[config.mk]
export PLATFORM = sky130hd
export DESIGN_NAME = pmask_expand
export DESIGN_NICKNAME = d
export VERILOG_FILES = /design/src/rtl/pmask_pkg.sv /design/src/rtl/pmask_len.sv /design/src/rtl/pmask_spread.sv /design/src/rtl/pmask_expand.sv
export SDC_FILE = /design/constraint.sdc
export NUM_CORES = 1
export LEC_CHECK = 0
export ABC_AREA = 1
export BUFFER_PORTS_ARGS = -buffer_cell sky130_fd_sc_hd__buf_2
export CAP_MARGIN = 15
export CORE_UTILIZATION = 62
export DETAILED_ROUTE_END_ITERATION = 8
export PLACE_DENSITY = 0.88
export RECOVER_POWER = 100
export SYNTH_ARGS = -nofsm -noshare
export SYNTH_HDL_FRONTEND = slang
export SYNTH_HIERARCHICAL = 1
export SYNTH_SLANG_ARGS = --single-unit
[constraint.sdc]
create_clock -name clk -period 3.5 [get_ports clk]
set_input_delay 0.7 -clock clk [delete_from_list [all_inputs] [get_ports clk]]
set_output_delay 0.7 -clock clk [all_outputs]
set_load 0.02 [all_outputs]
[src/rtl/pmask_pkg.sv]
package pmask_pkg;

  // Length code encoding; the order is behaviour.
  typedef enum logic [2:0] {
    LC_ONE  = 3'b000,
    LC_VL1  = 3'b001,
    LC_VL2  = 3'b010,
    LC_VL3  = 3'b011,
    LC_VL4  = 3'b100,
    LC_VL8  = 3'b101,
    LC_VL16 = 3'b110,
    LC_FIX4 = 3'b111
  } len_code_e;

  localparam int SCALE_W = 5;

  // Group size selector used by the mask spreader.
  typedef enum logic [2:0] {
    GS_1, GS_2, GS_3, GS_4, GS_8, GS_16
  } grp_sel_e;

endpackage

[src/rtl/pmask_len.sv]
module pmask_len
  import pmask_pkg::*;
#(
  parameter int VL_W    = 7,
  parameter int MAX_LEN = 64,
  localparam int CNT_W  = $clog2(MAX_LEN + 1),
  localparam int RAW_W  = VL_W + SCALE_W
) (
  input  logic [2:0]       len_code,
  input  logic [VL_W-1:0]  vl,
  output logic [CNT_W-1:0] cnt,
  output logic             ovf,
  output grp_sel_e         grp
);

  logic [SCALE_W-1:0] scale;
  logic               fixed;
  logic [RAW_W-1:0]   fixed_len;
  logic [RAW_W-1:0]   raw;

  always_comb begin
    scale     = SCALE_W'(1);
    fixed     = 1'b0;
    fixed_len = RAW_W'(1);
    grp       = GS_1;
    unique case (len_code_e'(len_code))
      LC_ONE:  begin fixed = 1'b1; fixed_len = RAW_W'(1); end
      LC_VL1:  begin scale = SCALE_W'(1);  grp = GS_1;  end
      LC_VL2:  begin scale = SCALE_W'(2);  grp = GS_2;  end
      LC_VL3:  begin scale = SCALE_W'(3);  grp = GS_3;  end
      LC_VL4:  begin scale = SCALE_W'(4);  grp = GS_4;  end
      LC_VL8:  begin scale = SCALE_W'(8);  grp = GS_8;  end
      LC_VL16: begin scale = SCALE_W'(16); grp = GS_16; end
      LC_FIX4: begin fixed = 1'b1; fixed_len = RAW_W'(4); end
      default: begin fixed = 1'b1; fixed_len = RAW_W'(1); end
    endcase
  end

  always_comb begin
    raw = fixed ? fixed_len : (RAW_W'(vl) * RAW_W'(scale));
    ovf = raw > RAW_W'(MAX_LEN);
    cnt = ovf ? CNT_W'(MAX_LEN) : raw[CNT_W-1:0];
  end

endmodule

[src/rtl/pmask_spread.sv]
module pmask_spread
  import pmask_pkg::*;
#(
  parameter int PRED_W  = 64,
  parameter int MAX_LEN = 64,
  localparam int CNT_W  = $clog2(MAX_LEN + 1)
) (
  input  logic [PRED_W-1:0]  pred_eff,
  input  grp_sel_e           grp,
  input  logic [CNT_W-1:0]   cnt,
  output logic [MAX_LEN-1:0] mask
);

  function automatic logic pick(input logic [PRED_W-1:0] v, input int idx);
    logic [PRED_W-1:0] s;
    s = v >> idx;
    return s[0];
  endfunction

  for (genvar e = 0; e < MAX_LEN; e++) begin : g_elem
    logic bit_sel;
    always_comb begin
      unique case (grp)
        GS_1:    bit_sel = pick(pred_eff, e);
        GS_2:    bit_sel = pick(pred_eff, e / 2);
        GS_3:    bit_sel = pick(pred_eff, e / 3);
        GS_4:    bit_sel = pick(pred_eff, e / 4);
        GS_8:    bit_sel = pick(pred_eff, e / 8);
        GS_16:   bit_sel = pick(pred_eff, e / 16);
        default: bit_sel = 1'b0;
      endcase
    end
    assign mask[e] = bit_sel && (CNT_W'(e) < cnt);
  end

endmodule

[src/rtl/pmask_expand.sv]
module pmask_expand
  import pmask_pkg::*;
#(
  parameter int PRED_W  = 64,
  parameter int VL_W    = 7,
  parameter int MAX_LEN = 64,
  localparam int CNT_W  = $clog2(MAX_LEN + 1)
) (
  input  logic               clk,
  input  logic               rst_n,
  input  logic               start,
  input  logic [PRED_W-1:0]  pred,
  input  logic               pred_inv,
  input  logic [VL_W-1:0]    vl,
  input  logic [2:0]         len_code,
  output logic               valid,
  output logic [CNT_W-1:0]   elem_count,
  output logic [MAX_LEN-1:0] elem_mask,
  output logic               len_ovf
);

  // Reset release synchronizer.
  logic rst_meta, rst_sync_n;
  always_ff @(posedge clk or negedge rst_n) begin
    if (!rst_n) begin
      rst_meta   <= 1'b0;
      rst_sync_n <= 1'b0;
    end else begin
      rst_meta   <= 1'b1;
      rst_sync_n <= rst_meta;
    end
  end

  logic [PRED_W-1:0] pred_eff;
  logic [CNT_W-1:0]  cnt_d;
  logic              ovf_d;
  grp_sel_e          grp;
  logic [MAX_LEN-1:0] mask_d;

  assign pred_eff = pred_inv ? ~pred : pred;

  pmask_len #(.VL_W(VL_W), .MAX_LEN(MAX_LEN)) u_len (
    .len_code (len_code),
    .vl       (vl),
    .cnt      (cnt_d),
    .ovf      (ovf_d),
    .grp      (grp)
  );

  pmask_spread #(.PRED_W(PRED_W), .MAX_LEN(MAX_LEN)) u_spread (
    .pred_eff (pred_eff),
    .grp      (grp),
    .cnt      (cnt_d),
    .mask     (mask_d)
  );

  // Next-state logic with explicit load enable.
  logic [CNT_W-1:0]   cnt_n;
  logic [MAX_LEN-1:0] mask_n;
  logic               ovf_n;
  always_comb begin
    cnt_n  = elem_count;
    mask_n = elem_mask;
    ovf_n  = len_ovf;
    if (start) begin
      cnt_n  = cnt_d;
      mask_n = mask_d;
      ovf_n  = ovf_d;
    end
  end

  always_ff @(posedge clk or negedge rst_sync_n) begin
    if (!rst_sync_n) begin
      valid      <= 1'b0;
      elem_count <= '0;
      elem_mask  <= '0;
      len_ovf    <= 1'b0;
    end else begin
      valid      <= start;
      elem_count <= cnt_n;
      elem_mask  <= mask_n;
      len_ovf    <= ovf_n;
    end
  end

endmodule

==> reports/results.ini <==
[critical_path]
r2r_end=elem_mask[5]
cp_slowest_cell=fa_1
path_delay_family=simple AND/OR/NAND/NOR gates
cp-end-kind=flip-flop
critPathMaxFanout=7
reg2reg_from=rst_sync_n
reg2reg_depth=1
cp_num_buf_inv=8
required_ns=3.77
critPathLaunchType=primary input
cpPeakStageDelay_ns=0.56
crit_top_cell=nand2_2
rrSetupSlack_ns=1.54
worstSetupPathType=primary input to flip-flop
cp_data_arrival_time_ns=5.64

[cts]
cts_root_buffer=clkbuf_16
clk_pin_slew_worst_paths_ns=0.06
cts_max_path_buffers=2
clk_latency_ns=0.34
cts_tree=built
ctsHtreeMaxLevel=3
cts_buffers=9
cts.sinks=75

[route]
wirelength_um=32800
drc=0
ant_nets=0
wl_per_cell_um=18.7
via_count=10400
vias_per_cell=5.93
first_pass_iters=8
drtIter0Drc=1611

[final_layout]
drive_gt1_frac=0.291
syn_to_final_growth_pct=34.2
final.fill_count=684
fin_nets=1692

[run_status]
status=complete, but fails checks
violations=max-capacitance violations, max-slew violations, negative setup slack

[synthesis]
synth.most_common_cell=nand2_1
ys_seq_elements=75
synth_top_area_frac=0.340
syn_avg_cell_area_um2=5.72
synth_edf_count=0
yosysTopAreaCell=nand2_1
ys_warn_count=6
ys_types=38
synth_nets=1460
synth_ff_type=dfrtp_1
synthTopCellsByArea=nand2_1, dfrtp_1, inv_1, a21oi_1, nor2_1
synthArstFlopShare=1.00
yosys-top-cells-count=nand2_1, inv_1, nor2_1
synthCells=1347
yosysSeqAreaShare=0.243
syn_area_um2=7710

[grt]
grt_pass1_wl_um=45200
antenna_found_initial=1
globalRoute.totalOverflow=0
grt_max_degree=73
track_usage=0.451
grt_pass1_vias=8988

[sta]
slew_viol_final=47
fin_ws_ns=-1.88
skew_ns=0.00651
layout_min_cycle_time_ns=5.38
worstMarginPinSlew_ns=1.77
rsz0062_at_grt=true
whs_ns=0.143
slew_headroom=-0.183
hold_viol_final=0
fin_crit_sh=1.54
setup_viol=72
fmax_mhz=186
tns_ns=-114.33

[power_and_ir_drop]
leakagePower_uw=0.00635
powerDensity_nw_per_um2=459
p_comb_frac=0.553
seq_power_share=0.250
ir_drop_uv=269
intPower_uw=2550
p_sw_uw=2190
p_clk_frac=0.196
p_sw_frac=0.462

[job]
cap_violations=1

[floorplan]
row_count=40
dieArea_um2=12900
io_pins=151
core_area_um2=12100
die-width_um=114
fp.dieH_um=114
initial_core_util=0.639

[placement]
port_buffers=150
hpwl_um=19400
place_congestion=1.04

[hold_path]
hp-class=primary input to async pin

cell usage in the layout, fill, tap and decap left out, types with 25 or more instances in the layout:
master   instances
nand2_1        662
inv_1          172
buf_2          146
buf_4           91
dfrtp_1         75
nor2_1          62
a21oi_1         52
nand2_2         29
a21oi_2         25
o21ai_1         25
cell type report:
class / instances / area (µm²) / share of cell area
Multi-Input combinational cell: 1022 / 5370 / 0.519
Sequential cell: 75 / 1880 / 0.181
Timing Repair Buffer: 266 / 1790 / 0.173
Inverter: 204 / 797 / 0.0770
Clock buffer: 10 / 229 / 0.0221
Tap cell: 168 / 210 / 0.0203
Clock inverter: 6 / 63.8 / 0.00617
Timing Repair inverter: 1 / 7.51 / 0.000725
Antenna cell: 1 / 2.50 / 0.000242
what timing repair did:
item / 4_1_cts / 5_1_grt
endpoints found under the setup margin: 72 / 72
hold buffers: 0 / 0
buffers inserted: 24 / 20
pin swaps: 71 / 43
cloned: 1 / 0
resized for setup: 125 / 77
worst max-delay path by stage:
stage	depth (start not counted)	startpoint	slack [ns]	end
5_1_grt	28	len_code[2]	-2.22	elem_mask[32]
3_5_place_dp	25	len_code[1]	-1.87	elem_mask[0]
6_report	29	len_code[0]	-1.88	elem_mask[32]
3_3_place_gp	25	len_code[2]	-1.79	elem_mask[16]
4_1_cts	29	len_code[0]	-1.25	elem_mask[0]
2_1_floorplan	27	len_code[0]	-1.14	elem_mask[3]
power groups by stage:
| stage | clock [µW] | sequential [µW] | combinational (µW) |
|---|---|---|---|
| after floorplan | 0 | 1410 | 1030 |
| after CTS | 914 | 1170 | 2190 |
| after global placement | 0 | 1170 | 1900 |
| final | 932 | 1190 | 2630 |
| after global routing | 962 | 1200 | 2770 |
| after detailed placement | 0 | 1180 | 1930 |
metrics by stage:
step	setup WS (ns)	util	power (µW)	cell area, µm²	std cells
final	-1.88	0.858	4750	10300	1753
after global routing	-2.22	0.858	4940	10300	1752
after CTS	-1.25	0.824	4270	9940	1733
after detailed placement	-1.87	0.753	3100	9080	1695
after global placement	-1.79	0.753	3060	9080	1695
after floorplan	-1.14	-	2440	7910	1347
flip-flops by register name, summed over array words and instances, names as in the netlist:
register and cells:
rst_sync_n 1, elem_count 7, len_ovf 1, rst_meta 1
elem_mask 64, valid 1
layer usage:
layer	track usage	wire, µm
met1	0.577	11700
met2	0.711	13900
met3	0.0962	4260
met4	0.249	2870
met5	0	27
cells by family (layout without fill, tap and decap cells):
| kind of cell | after synthesis | after routing | synth area share |
|---|---|---|---|
| and+or+nand+nor | 850 | 850 | 0.441 |
| buffers and inverters | 250 | 487 | 0.150 |
| AOI/OAI and AO/OA | 136 | 136 | 0.0941 |
| DFF | 75 | 75 | 0.243 |
| adders and majority gates | 35 | 35 | 0.0714 |
| other | 1 | 2 | 0.000486 |
(Power assumes the default switching activity.)
